File: src/rtl/gpu_cmd_pkg.sv
package gpu_cmd_pkg;

    localparam int CODE_W    = 8;
    localparam int ROM_W     = 4;
    localparam int ENV_COUNT = 8;
    localparam int PATCH_W   = 9;

    localparam logic [31:0] TERM_MASK  = 32'hF000_F000;
    localparam logic [31:0] TERM_VALUE = 32'h5000_5000;

    typedef enum logic [2:0] {
        KIND_FIXED,
        KIND_XFER,
        KIND_FILL,
        KIND_PLINE_FLAT,
        KIND_PLINE_SHADED
    } pkt_kind_e;

    function automatic pkt_kind_e kind_of(input logic [CODE_W-1:0] c);
        if (c >= 8'hA0 && c <= 8'hDF)   return KIND_XFER;
        else if (c == 8'h02)            return KIND_FILL;
        else if (c[7:3] == 5'b01001)    return KIND_PLINE_FLAT;
        else if (c[7:3] == 5'b01011)    return KIND_PLINE_SHADED;
        else                            return KIND_FIXED;
    endfunction

    // Length rule used to fill the per-code ROM
    function automatic logic [ROM_W-1:0] base_len_of(input logic [CODE_W-1:0] c);
        int n;
        int nv;
        n = 1;
        case (c[7:5])
            3'b001: begin
                nv = c[3] ? 4 : 3;
                n  = 1 + nv * (c[2] ? 2 : 1) + (c[4] ? nv - 1 : 0);
            end
            3'b010: n = c[4] ? 4 : 3;
            3'b011: n = 2 + (c[2] ? 1 : 0) + ((c[4:3] == 2'b00) ? 1 : 0);
            3'b100: n = 4;
            3'b101, 3'b110: n = 3;
            default: n = (c == 8'h02) ? 3 : 1;
        endcase
        return ROM_W'(n);
    endfunction

    function automatic logic is_tex_poly(input logic [CODE_W-1:0] c);
        return (c[7:4] == 4'h3) && c[2];
    endfunction

endpackage

File: src/rtl/cmd_len_rom.sv
module cmd_len_rom
    import gpu_cmd_pkg::*;
#(
    parameter int CW = CODE_W,
    parameter int LW = ROM_W
) (
    input  logic [CW-1:0] code,
    output logic [LW-1:0] base_len
);
    localparam int ENTRIES = 1 << CW;

    logic [LW-1:0] rom_w [ENTRIES];

    for (genvar g = 0; g < ENTRIES; g++) begin : g_entry
        assign rom_w[g] = LW'(base_len_of(CODE_W'(g)));
    end

    assign base_len = rom_w[code];
endmodule

File: src/rtl/term_match.sv
module term_match
    import gpu_cmd_pkg::*;
(
    input  logic [31:0] word,
    output logic        hit
);
    assign hit = (word & TERM_MASK) == TERM_VALUE;
endmodule

File: src/rtl/env_shadow.sv
module env_shadow
    import gpu_cmd_pkg::*;
#(
    parameter int WORD_W = 32,
    parameter int COUNT  = ENV_COUNT,
    parameter int PW     = PATCH_W,
    localparam int IDX_W = $clog2(COUNT)
) (
    input  logic                    clk,
    input  logic                    rst_n,
    input  logic                    wr_en,
    input  logic [IDX_W-1:0]        wr_idx,
    input  logic [WORD_W-1:0]       wr_data,
    input  logic                    patch_en,
    input  logic [PW-1:0]           patch_bits,
    output logic [COUNT*WORD_W-1:0] regs_flat
);
    logic [WORD_W-1:0] regs_q [COUNT];
    logic [WORD_W-1:0] regs_d [COUNT];

    always_comb begin
        regs_d = regs_q;
        if (wr_en)    regs_d[wr_idx] = wr_data;
        if (patch_en) regs_d[1][PW-1:0] = patch_bits;
    end

    always_ff @(posedge clk or negedge rst_n) begin
        if (!rst_n) begin
            for (int i = 0; i < COUNT; i++)
                regs_q[i] <= WORD_W'(32'(224 + i) << (WORD_W - 8));
        end else begin
            regs_q <= regs_d;
        end
    end

    for (genvar g = 0; g < COUNT; g++) begin : g_flat
        assign regs_flat[g*WORD_W +: WORD_W] = regs_q[g];
    end

    // registers only change on a write or a patch
    a_r8_hold: assert property (@(posedge clk) disable iff (!rst_n)
        (!wr_en && !patch_en) |=> $stable(regs_flat));

    // a patch alone leaves the upper bits of register 1 untouched
    a_r9_patch_upper: assert property (@(posedge clk) disable iff (!rst_n)
        (patch_en && !wr_en) |=> (regs_q[1][WORD_W-1:PW] == $past(regs_q[1][WORD_W-1:PW])));
endmodule

File: src/rtl/gpu_cmd_parser.sv
module gpu_cmd_parser
    import gpu_cmd_pkg::*;
#(
    parameter int MAX_LEN = 64,
    localparam int LEN_W  = $clog2(MAX_LEN + 1),
    localparam int ENV_W  = ENV_COUNT * 32
) (
    input  logic              clk,
    input  logic              rst_n,
    input  logic              in_valid,
    input  logic [31:0]       in_data,
    output logic              in_ready,
    output logic              pkt_valid,
    output logic [7:0]        pkt_code,
    output logic [LEN_W-1:0]  pkt_len,
    output logic              xfer_valid,
    output logic              xfer_read,
    output logic [31:0]       xfer_pos,
    output logic [31:0]       xfer_size,
    output logic [9:0]        fill_w,
    output logic [8:0]        fill_h,
    output logic [ENV_W-1:0]  env_regs
);
    typedef struct packed {
        logic             ready;
        logic             busy;
        logic [7:0]       code;
        pkt_kind_e        kind;
        logic [LEN_W-1:0] idx;
        logic [LEN_W-1:0] target;
        logic             pkt_valid;
        logic [7:0]       pkt_code;
        logic [LEN_W-1:0] pkt_len;
        logic             xfer_valid;
        logic             xfer_read;
        logic [31:0]      xfer_pos;
        logic [31:0]      xfer_size;
        logic [9:0]       fill_w;
        logic [8:0]       fill_h;
    } state_t;

    state_t q, d;

    logic              accept;
    logic [7:0]        in_code;
    logic [ROM_W-1:0]  rom_len;
    logic              term_hit;
    logic              fin;
    logic              env_wr;
    logic              env_patch;

    assign accept  = in_valid && q.ready;
    assign in_code = in_data[31:24];

    cmd_len_rom #(.CW(CODE_W), .LW(ROM_W)) i_len_rom (
        .code     (in_code),
        .base_len (rom_len)
    );

    term_match i_term (
        .word (in_data),
        .hit  (term_hit)
    );

    env_shadow #(.WORD_W(32), .COUNT(ENV_COUNT), .PW(PATCH_W)) i_env (
        .clk        (clk),
        .rst_n      (rst_n),
        .wr_en      (env_wr),
        .wr_idx     (in_code[2:0]),
        .wr_data    (in_data),
        .patch_en   (env_patch),
        .patch_bits (in_data[PATCH_W-1:0]),
        .regs_flat  (env_regs)
    );

    always_comb begin
        d            = q;
        d.ready      = 1'b1;
        d.pkt_valid  = 1'b0;
        d.xfer_valid = 1'b0;
        env_wr       = 1'b0;
        env_patch    = 1'b0;
        fin          = 1'b0;
        if (accept) begin
            if (!q.busy) begin
                d.code   = in_code;
                d.kind   = kind_of(in_code);
                d.idx    = LEN_W'(1);
                d.target = LEN_W'(rom_len);
                if (in_code[7:3] == 5'b11100) env_wr = 1'b1;
                if (kind_of(in_code) == KIND_FIXED && rom_len == ROM_W'(1)) begin
                    d.pkt_valid = 1'b1;
                    d.pkt_code  = in_code;
                    d.pkt_len   = LEN_W'(1);
                end else begin
                    d.busy = 1'b1;
                end
            end else begin
                if (q.kind == KIND_XFER) begin
                    if (q.idx == LEN_W'(1)) d.xfer_pos = in_data;
                    if (q.idx == LEN_W'(2)) begin
                        d.xfer_valid = 1'b1;
                        d.xfer_size  = in_data;
                        d.xfer_read  = (q.code[7:5] == 3'b110);
                    end
                end
                if (q.kind == KIND_FILL && q.idx == LEN_W'(2)) begin
                    d.fill_w = in_data[9:0];
                    d.fill_h = in_data[24:16];
                end
                if (is_tex_poly(q.code) && q.idx == LEN_W'(4 + int'(q.code[4])))
                    env_patch = 1'b1;
                unique case (q.kind)
                    KIND_PLINE_FLAT:   fin = (q.idx >= LEN_W'(3)) && term_hit;
                    KIND_PLINE_SHADED: fin = (q.idx >= LEN_W'(4)) && !q.idx[0] && term_hit;
                    default:           fin = (q.idx == q.target - LEN_W'(1));
                endcase
                if (q.idx == LEN_W'(MAX_LEN - 1)) fin = 1'b1;
                if (fin) begin
                    d.busy      = 1'b0;
                    d.pkt_valid = 1'b1;
                    d.pkt_code  = q.code;
                    d.pkt_len   = q.idx + LEN_W'(1);
                end else begin
                    d.idx = q.idx + LEN_W'(1);
                end
            end
        end
    end

    always_ff @(posedge clk or negedge rst_n) begin
        if (!rst_n) q <= '0;
        else        q <= d;
    end

    assign in_ready   = q.ready;
    assign pkt_valid  = q.pkt_valid;
    assign pkt_code   = q.pkt_code;
    assign pkt_len    = q.pkt_len;
    assign xfer_valid = q.xfer_valid;
    assign xfer_read  = q.xfer_read;
    assign xfer_pos   = q.xfer_pos;
    assign xfer_size  = q.xfer_size;
    assign fill_w     = q.fill_w;
    assign fill_h     = q.fill_h;

    // a pulse needs a word accepted in the cycle before
    a_r1_no_spurious: assert property (@(posedge clk) disable iff (!rst_n)
        !(in_valid && in_ready) |=> !pkt_valid);

    // transfer event comes with a 3-word packet in the transfer range
    a_r3_xfer_pkt: assert property (@(posedge clk) disable iff (!rst_n)
        xfer_valid |-> (pkt_valid && pkt_len == LEN_W'(3) && pkt_code >= 8'hA0 && pkt_code <= 8'hDF));

    // direction follows the code
    a_r3_read_dir: assert property (@(posedge clk) disable iff (!rst_n)
        xfer_valid |-> (xfer_read == (pkt_code[7:5] == 3'b110)));

    // lengths stay within 1..MAX_LEN
    a_r7_len_bound: assert property (@(posedge clk) disable iff (!rst_n)
        pkt_valid |-> (pkt_len != '0 && pkt_len <= LEN_W'(MAX_LEN)));

    // a flat polyline has at least four words
    a_r5_flat_min: assert property (@(posedge clk) disable iff (!rst_n)
        (pkt_valid && pkt_code[7:3] == 5'b01001) |-> (pkt_len >= LEN_W'(4)));

    // a terminated shaded polyline has an odd length of five or more
    a_r6_shaded_len: assert property (@(posedge clk) disable iff (!rst_n)
        (pkt_valid && pkt_code[7:3] == 5'b01011 && pkt_len < LEN_W'(MAX_LEN))
            |-> (pkt_len >= LEN_W'(5) && pkt_len[0]));

    // ready stays high once out of reset
    a_r11_ready: assert property (@(posedge clk) disable iff (!rst_n)
        1'b1 |=> in_ready);
endmodule

File: config.mk
export PLATFORM = sky130hd
export DESIGN_NAME = gpu_cmd_parser
export DESIGN_NICKNAME = d
export VERILOG_FILES = /design/src/rtl/gpu_cmd_pkg.sv /design/src/rtl/cmd_len_rom.sv /design/src/rtl/term_match.sv /design/src/rtl/env_shadow.sv /design/src/rtl/gpu_cmd_parser.sv
export SDC_FILE = /design/constraint.sdc
export NUM_CORES = 1
export LEC_CHECK = 0
export ABC_AREA = 1
export CAP_MARGIN = 25
export CORE_UTILIZATION = 50
export CTS_CLUSTER_DIAMETER = 200
export DETAILED_ROUTE_END_ITERATION = 7
export DONT_BUFFER_PORTS = 1
export MAX_ROUTING_LAYER = met4
export PLACE_DENSITY = 0.73
export SYNTH_ARGS = -nofsm -noshare
export SYNTH_HDL_FRONTEND = slang
export SYNTH_SLANG_ARGS = --single-unit
File: constraint.sdc
create_clock -name clk -period 2.4 [get_ports clk]
set_clock_uncertainty 0.1 [all_clocks]
set_input_delay 0.24 -clock clk [delete_from_list [all_inputs] [get_ports clk]]
set_output_delay 0.24 -clock clk [all_outputs]
set_load 0.03 [all_outputs]
==> flow_summary.toml, run 1 <==
[layout]
utilization_pct = 54.5
area_growth_syn_to_layout_pct = 6.16
final_common_cell = "nand2_1"
nNetsFinal = 1535
antenna_cells = 0
final_cell_area_um2 = 16300
layout_common_cells = "nand2_1, dfrtp_1, o21ai_0"
drive_above_1_share_pct = 11.7
nFillCells = 2616

[placed_design]
hpwl_mm = 26.8
place_congestion = 0.910
placed_area_um2 = 14900
port-buffer-count = 0

[sta]
post-route-min-period_ns = 2.18
tightest_slew_ns = 0.824
relSlewSlack_pct = 45.0
rsz0062_at_grt = "false"
fmax_mhz = 458
finalSetupViolations = 0
tns_ns = 0
fin_crit_sh_pct = 90.9
hold_violations = 381
holdWs_ns = -0.678
maxSlewViolCount = 0

[critical_path]
critPathMostFrequentCell = "inv_1"
end_kind = "flip-flop"
worstPathCellList = "inv_1 -> ha_1 -> inv_1 -> nand2_1 -> nand3_1 -> nand2_1 -> nor2_1 -> nand3_1 -> nand3_4 -> nand2_2 -> nand2_4 -> nand2_4 -> inv_1 -> nor2_1"
critPathLaunchType = "flip-flop"
max_stage_delay_ns = 0.39
startpoint = "q[101]"
required_ns = 2.74
worstPathMaxFanout = 16
cp.arrival_ns = 2.53
crit_slowest_cell = "dfrtp_1"
r2r_start = "q[101]"
r2r_end = "q[126]"
r2r_slack_ns = 0.22
reg2reg_depth = 14
crit_type = "flip-flop to flip-flop"

[synthesis]
synthesis.nets = 1647
synth-seq-cells = 381
netlist_instances = 1599
async_flop_share_pct = 100
syn_area_per_cell_um2 = 9.62
synth-edff-count = 0
ys_warn_count = 0
synth_top_flop_cell = "dfrtp_1"
yosysUniqueCellTypes = 35
synth_area_leader_cell = "dfrtp_1"
synth_top_area_share_pct = 56.1
yosysSeqAreaShare_pct = 62.3
synth_area_leaders = "dfrtp_1, nand2_1, o21ai_0, dfstp_2, buf_4"
syn_area_um2 = 15400

[cts]
cts_buffer_depth = 3
h-tree-depth = 2
numCtsBuffers = 39
clock-sinks = 381
cts_root_buffer = "clkbuf_16"
hold_buffers = 13
clk_latency_ns = 0.52
clkTransAtPathRegs_ns = 0.06
cts_tree = "done"

[outcome]
violations = "hold timing"
status = "finished with violations"

[drt]
drt-initial-drc-count = 848
antenna_left = 0
remaining_drc_errors = 0
drt-wirelength-per-cell_um = 21.4
vias_per_cell = 5.49
vias = 10500
first_pass_iters = 5
wl_mm = 40.8

[floorplanning]
die_y_um = 177
die_area_um2 = 31500
core.rowCount = 63
initial_core_util_pct = 51.4
ioPinCount = 393
die_w_um = 177
coreArea_um2 = 30000

[pwr]
leakage_nw = 7.94
power.density_nw_per_um2 = 1030
vdd_drop_max_mv = 0.828
power_w = 0.0168

[grt]
grt_overflow = 0
antenna_found_initial = 0
track_usage_pct = 26.6
grt_pass1_vias = 10200
grt_max_degree = 382
grt_pass1_wl_mm = 61.3

[run]
maxCapViolCount = 0

[worst_hold_path]
hp-class = "input pin to asynchronous set/reset pin"
power by group:
part	switching [W]	internal, W	leakage (nW)	total [W]
sequential	0.00188	0.00715	4.94	0.00903
combinational	0.00117	0.000629	2.38	0.00180
clock	0.00247	0.00348	0.617	0.00596
cell usage after synthesis (2+ instances only):
cell type and count:
nand2_1 410, dfrtp_1 345, o21ai_0 285, buf_4 102
inv_1 86, clkbuf_1 74, nor2_1 63, nand3_1 53
dfstp_2 36, o21ai_1 35, or2_2 20, inv_2 16
ha_1 13, nand4_1 10, buf_2 8, nor2_4 8
nand2_2 5, a21oi_1 3, buf_6 3, nor2_2 3
nor3_1 3, nand2_4 2, nor4_1 2, o21a_1 2
o31ai_1 2
stage by stage:
step	hold slack (ns)	cells	setup slack [ns]
2_1_floorplan	-0.156	1599	0.336
3_3_place_gp	-0.147	1823	0.242
3_5_place_dp	-0.149	1823	0.184
4_1_cts	-0.697	1907	0.0630
5_1_grt	-0.707	1907	0.0110
6_report	-0.678	1907	0.218
worst max path at each step:
stage | depth (start not counted) | slack, ns | to
finish | 14 | 0.22 | q[126]
global route | 14 | 0.01 | q[126]
CTS | 13 | 0.06 | q[126]
detailed placement | 10 | 0.18 | i_env.regs_flat[166]
global placement | 7 | 0.24 | i_env.regs_flat[38]
floorplan | 15 | 0.34 | pkt_code[4]
worst max-delay path, delay by kind of cell (launching register included):
kind	cells	cell delay, ns
simple gates	10	1.08
flops	1	0.39
buf+inv	3	0.30
fa+ha+maj	1	0.25
per-layer routing:
metal,track usage [%],wire length (µm)
met5,-,0
met1,33.0,16200
met3,7.90,4050
met4,8.90,1360
met2,41.7,19200
cells by family after synthesis:
family,synth area share [%]
adder cells (fa/ha/maj),1.06
XOR/XNOR,0.0569
AND/OR/NAND/NOR,16.0
buffers and inverters,9.84
other,0.0244
flip-flops,62.3
AO/OA/AOI/OAI,10.8
final cells by class:
class / instances / area [µm²] / share of cell area, %
clock buffers: 58 / 1130 / 6.90
clock inverters: 13 / 131 / 0.804
inverters: 104 / 403 / 2.47
multi-input cells: 926 / 4300 / 26.3
flip-flops and latches: 381 / 9580 / 58.6
well taps: 390 / 488 / 2.99
repair buffers: 35 / 305 / 1.87
registers in the layout, summed over array words and instances, names as in the netlist:
name and cells:
xfer_read 1, pkt_code 8, xfer_size 32, pkt_valid 1
fill_w 10, in_ready 1, i_env.regs_flat 256, fill_h 9
xfer_valid 1, xfer_pos 32, pkt_len 7, q 23
what timing repair did:
item | CTS | global route
endpoints found under the hold margin | 451 | 381
setup buffers | 0 | 0
gates resized for setup | 0 | 12
setup endpoints to repair | 0 | 59
Note: power is estimated with default switching activity, not from simulation.
==> inputs of run 2 (changes only) <==
ABC_AREA = not set   (was 1)
==> run 2 against run 1 <==
  * The run ends with DRC, hold timing left
  * Design area up 5.1%
  * Routed wire length is 7.6% lower
  * Global-route usage decreased by 2.8 points
  * Critical path depth decreased by 8
  * Via count decreased by 19%
  * Count of clock-buffer cells in the layout decreased by 5
  * Register-to-register slack got worse by 0.12 ns
  * Sequential power about the same
  * Worst setup slack worse by 0.12 ns
  * Combinational power decreased by 21%
  * Critical endpoint is now i_env.regs_flat[87]
  * Highest routed layer unchanged
==> flow_summary.toml, run 2 <==
[layout]
largest_reg_flops = 256
layout_common_cells = "dfrtp_1, mux2_2, nand2_1"
ff_latch_area_um2 = 9580
drive_above_1_share_pct = 41.1
multi_input_area_um2 = 5010
area_growth_syn_to_layout_pct = 9.38
final_common_cell = "dfrtp_1"
nNetsFinal = 1112
nFillCells = 2459
final_cells = 1489

[synthesis]
yosysMostFrequentCell = "dfrtp_1"
synth_common_cells = "dfrtp_1, mux2_2, buf_4"
synth_top_area_share_pct = 55.0
synth_area_leaders = "dfrtp_1, mux2_2, dfstp_2, buf_4, nand2_1"
syn_area_um2 = 15700
yosysUniqueCellTypes = 69
ys_warn_count = 0
synthesis.nets = 1165
syn_area_per_cell_um2 = 14.1
synth_top_flop_cell = "dfrtp_1"
synth_area_leader_cell = "dfrtp_1"
yosysSeqAreaShare_pct = 61.0
synth-seq-cells = 381
synth-edff-count = 0
netlist_instances = 1117
async_flop_share_pct = 100

[pwr]
internal_power_w = 0.0114
p_sw_w = 0.00499
leakage_nw = 8.55
pwr-share-comb_pct = 8.7
seqPwrFrac_pct = 54.8
power.density_nw_per_um2 = 956
power_w = 0.0164
pwr-share-clk_pct = 36.5
swShare_pct = 30.4
vdd_drop_max_mv = 0.613

[critical_path]
required_ns = 2.69
end_kind = "flip-flop"
worstPathMaxFanout = 12
crit_slowest_cell = "dfrtp_1"
critPathTopFamily = "simple AND/OR/NAND/NOR gates"
critPathLaunchType = "flip-flop"
crit_type = "flip-flop to flip-flop"
worstPathCellList = "nor2_2 -> nand4b_1 -> buf_4 -> nor3b_4 -> buf_4 -> mux2_2"
critPathMostFrequentCell = "buf_4"
cp.arrival_ns = 2.59
critPathBufInv = 2
max_stage_delay_ns = 0.47

[floorplanning]
coreArea_um2 = 30700
die_area_um2 = 32100
die_y_um = 179
ioPinCount = 393
die_w_um = 179
initial_core_util_pct = 51.1
core.rowCount = 64

[placed_design]
port-buffer-count = 0
hpwl_mm = 24.4
placed_cells = 1382
place_congestion = 0.889

[drt]
remaining_drc_errors = 32
wl_mm = 37.7
drt-wirelength-per-cell_um = 25.3
vias = 8475
first_pass_iters = 8
antenna_left = 0
vias_per_cell = 5.69
drt-initial-drc-count = 478

[cts]
numCtsBuffers = 39
hold_buffers = 37
post_cts_buffers = 0
cts_buffer_depth = 3
cts_root_buffer = "clkbuf_16"
clkTransAtPathRegs_ns = 0.07
clock-sinks = 381
clk_latency_ns = 0.52
h-tree-depth = 2
cts_tree = "done"

[sta]
hold_violations = 370
relSlewSlack_pct = 9.11
fmax_mhz = 434
post-route-min-period_ns = 2.30
fin_crit_sh_pct = 96.0
maxSlewViolCount = 0
tightest_slew_ns = 1.36
finalSetupViolations = 0
tns_ns = 0
rsz0062_at_grt = "false"
holdWs_ns = -0.685

[grt]
grt_overflow = 0
track_usage_pct = 23.8
grt_pass1_wl_mm = 55.4
antenna_found_initial = 2
grt_max_degree = 382
grt_pass1_vias = 8757

[worst_hold_path]
hp-class = "input pin to asynchronous set/reset pin"

[run]
maxCapViolCount = 0

[outcome]
status = "finished with violations"
violations = "DRC, hold timing"
[run 2: routing by layer]
layer / vias up / wire length (µm) / track usage [%] / part of all wire (%)
met5: - / 0 / - / 0
met4: 0 / 1010 / 7.25 / 2.7
met3: 64 / 3440 / 7.65 / 9.1
met2: 341 / 17800 / 36.6 / 47
met1: 4449 / 15400 / 29.9 / 41
li1: 3621 / - / - / -
[run 2: kinds of logic after synthesis]
kind of cell,share of synthesized area [%]
buffers and inverters,7.36
adders and majority gates,1.04
DFF,61.0
xor gates and xnor gates,0.614
muxes,20.4
and+or+nand+nor,6.20
AOI/OAI and AO/OA,3.32
other,0.0239
[run 2: path summary, 6_finish.rpt]
check | from | to | slack (ns) | cells after the start
max in group asynchronous | rst_n | i_env.regs_flat[240] | 1.78 | 0
min in group clk | in_data[26] | i_env.regs_flat[120] | 0.02 | 4
hold / removal | rst_n | i_env.regs_flat[122] | -0.68 | 0
hold reg to reg | q[118] | q[118] | 0.39 | 2
setup reg to reg | q[126] | i_env.regs_flat[87] | 0.1 | 6
setup / recovery | q[126] | i_env.regs_flat[87] | 0.1 | 6
[run 2: through the flow]
step           hold WS [ns]  cell area (µm²)  worst slack [ns]  utilization, %
2_1_floorplan        -0.156            15700           0.00208               -
3_3_place_gp         -0.147            15500             0.148            50.4
3_5_place_dp         -0.147            15500             0.109            50.4
4_1_cts              -0.706            17100            0.0141            55.8
5_1_grt              -0.702            17200            0.0163            55.8
6_report             -0.685            17200            0.0954            55.8
[run 2: area by class of cell]
cell class                      count  area share [%]
Tap cell                          396            2.89
Clock inverter                     15           0.984
Clock buffer                       53            6.40
Inverter                           14           0.306
Multi-Input combinational cell    550            29.2
Sequential cell                   381            55.8
Antenna cell                        2          0.0291
Timing Repair Buffer               78            4.42
[run 2: timing repair]
action	in CTS	in global routing
gates resized for setup	0	4
endpoints found under the setup margin	0	17
hold endpoints to repair	696	381
[run 2: power by group through the flow]
| stage | sequential, W | clock, W | combinational (W) |
|---|---|---|---|
| 6_report | 0.00901 | 0.00599 | 0.00142 |
| 4_1_cts | 0.00900 | 0.00612 | 0.00141 |
| 3_5_place_dp | 0.00911 | 0 | 0.00127 |
| 2_1_floorplan | 0.00771 | 0 | 0.00293 |
| 5_1_grt | 0.00908 | 0.00634 | 0.00156 |
| 3_3_place_gp | 0.00909 | 0 | 0.00121 |
==> inputs of run 3 (changes only) <==
PLACE_DENSITY = 0.76   (was 0.73)
clock period = 2.02 ns   (was 2.4 ns; I/O delays follow)
==> run 3 against run 2 <==
  * The flow finishes with violations (DRC, hold timing, setup timing)
  * Power rose by 22%
  * Cell count is 3.3% higher
  * Non-clock buffer count up 49
  * Worst setup slack got worse by 0.25 ns
  * Via count up 4.2%
  * Register-to-register slack worse by 0.25 ns
  * Combinational power is 65% higher
  * Core utilization increased by 3.1 points
  * Fmax increased by 5.7%
  * Die area unchanged
==> flow_summary.toml, run 3 (synthesis results as in run 2) <==
[layout]
final_common_cell = "dfrtp_1"
area_growth_syn_to_layout_pct = 15.4
largest_reg_flops = 256
layout_common_cells = "dfrtp_1, mux2_2, buf_4"
utilization_pct = 58.9
drive_above_1_share_pct = 45.4
final_cell_area_um2 = 18100
nNetsFinal = 1162

[cts]
clk_latency_ns = 0.52
cts_root_buffer = "clkbuf_16"
cts_buffer_depth = 3
h-tree-depth = 2
cts_tree = "done"
numCtsBuffers = 39
clkTransAtPathRegs_ns = 0.06
clock-sinks = 381

[critical_path]
reg2reg_depth = 9
end_kind = "flip-flop"
r2r_end = "q[111]"
worstPathMaxFanout = 3
critPathLaunchType = "flip-flop"
max_stage_delay_ns = 0.39
crit_type = "flip-flop to flip-flop"
required_ns = 2.32
critPathBufInv = 2
r2r_slack_ns = -0.16
r2r_start = "q[101]"
crit_slowest_cell = "dfrtp_1"
cp.arrival_ns = 2.48
worstPathCellList = "inv_2 -> ha_4 -> nor3b_4 -> mux2i_1 -> nand4b_1 -> a31oi_4 -> buf_6 -> nor2_4 -> mux2_4"
critPathTopFamily = "multiplexers"

[worst_hold_path]
hp-class = "input pin to asynchronous set/reset pin"

[grt]
track_usage_pct = 24.2
grt_max_degree = 382
grt_pass1_wl_mm = 55.8
antenna_found_initial = 1
grt_overflow = 0
grt_pass1_vias = 9025

[drt]
vias_per_cell = 5.74
wl_mm = 39.8
vias = 8827
drt-wirelength-per-cell_um = 25.9
drt-initial-drc-count = 540
antenna_left = 0
remaining_drc_errors = 104
first_pass_iters = 7

[outcome]
violations = "DRC, hold timing, setup timing"
status = "finished with violations"

[run]
maxCapViolCount = 0

[placed_design]
placed_area_um2 = 16000
place_congestion = 0.844
port-buffer-count = 0
hpwl_mm = 24.5

[sta]
tightest_slew_ns = 1.28
fin_crit_sh_pct = 108
relSlewSlack_pct = 14.6
hold_violations = 367
post-route-min-period_ns = 2.18
fmax_mhz = 459
maxSlewViolCount = 0
worst_slack_ns = -0.160
finalSetupViolations = 82
rsz0062_at_grt = "true"
holdWs_ns = -0.714

[pwr]
vdd_drop_max_mv = 0.831
leakage_nw = 8.96
power.density_nw_per_um2 = 1110

[floorplanning]
core.rowCount = 64
ioPinCount = 393
die_area_um2 = 32100
coreArea_um2 = 30700
die_w_um = 179
initial_core_util_pct = 51.1
die_y_um = 179
==> run 3: changes by cell type in the layout (fill, tap and decap cells not counted), moves of 3 or more <==
cell	delta
clkbuf_8	+3
buf_6	+7
nand2_1	-3
buf_4	+25
buf_12	+8
dlygate4sd3_1	+4
mux2_4	+40
clkinv_2	-3
clkbuf_16	+4
mux2_2	-39
==> run 3: per-layer routing <==
metal  global-route usage (%)  wire [µm]  share of wire, %  up-vias
met1                     29.7      15700                39     4626
met4                     6.86        852               2.1        0
met5                        -          0                 0        -
li1                         -          -                 -     3737
met2                     38.3      19200                48      399
met3                     7.70       4040                10       65
==> run 3: cell type report <==
class | count | area (µm²)
Multi-Input combinational cell | 551 | 5360
Timing Repair Buffer | 127 | 1340
Clock inverter | 11 | 110
Clock buffer | 56 | 1160
Fill cell | 2321 | 12600
Sequential cell | 381 | 9580
Antenna cell | 2 | 5.00
Tap cell | 396 | 495
Inverter | 14 | 57.6
==> run 3: per-stage QoR <==
step                std cells  hold slack (ns)  TNS, ns  worst slack, ns  total power, W
finish                   1538           -0.714    -4.07           -0.160          0.0201
global placement         1409           -0.187    -5.40           -0.202          0.0126
detailed placement       1409           -0.187    -9.47           -0.282          0.0127
global route             1537           -0.737   -12.97           -0.213          0.0208
CTS                      1522           -0.740    -2.97           -0.110          0.0200
floorplan                1117           -0.194   -12.73           -0.213          0.0129
==> run 3: repair_timing <==
| action | CTS | global route |
|---|---|---|
| resized for setup | 23 | 27 |
| endpoints found under the hold margin | 703 | 387 |
| setup buffers | 4 | 10 |
| hold buffers | 40 | 1 |
| endpoints found under the setup margin | 103 | 202 |
| pin swaps | 11 | 11 |
| cloned | 2 | 5 |
==> run 3: where the power goes <==
part / leakage, nW / switching (W) / internal (W) / total [W]
logic: 3.22 / 0.000975 / 0.00136 / 0.00234
clock network: 0.619 / 0.00292 / 0.00414 / 0.00706
registers: 5.12 / 0.00223 / 0.00846 / 0.0107
total: 8.96 / 0.00612 / 0.0140 / 0.0201
==> run 3: worst max path at each step <==
stage                  end   startpoint  depth (start not counted)  slack (ns)
4_1_cts             q[111]       q[102]                          9       -0.11
6_report            q[111]       q[101]                          9       -0.16
3_5_place_dp    pkt_len[0]  in_data[27]                          9       -0.28
2_1_floorplan  pkt_code[0]  in_data[26]                         10       -0.21
3_3_place_gp    pkt_len[0]  in_data[27]                          9       -0.20
5_1_grt         pkt_len[4]       q[101]                          9       -0.21
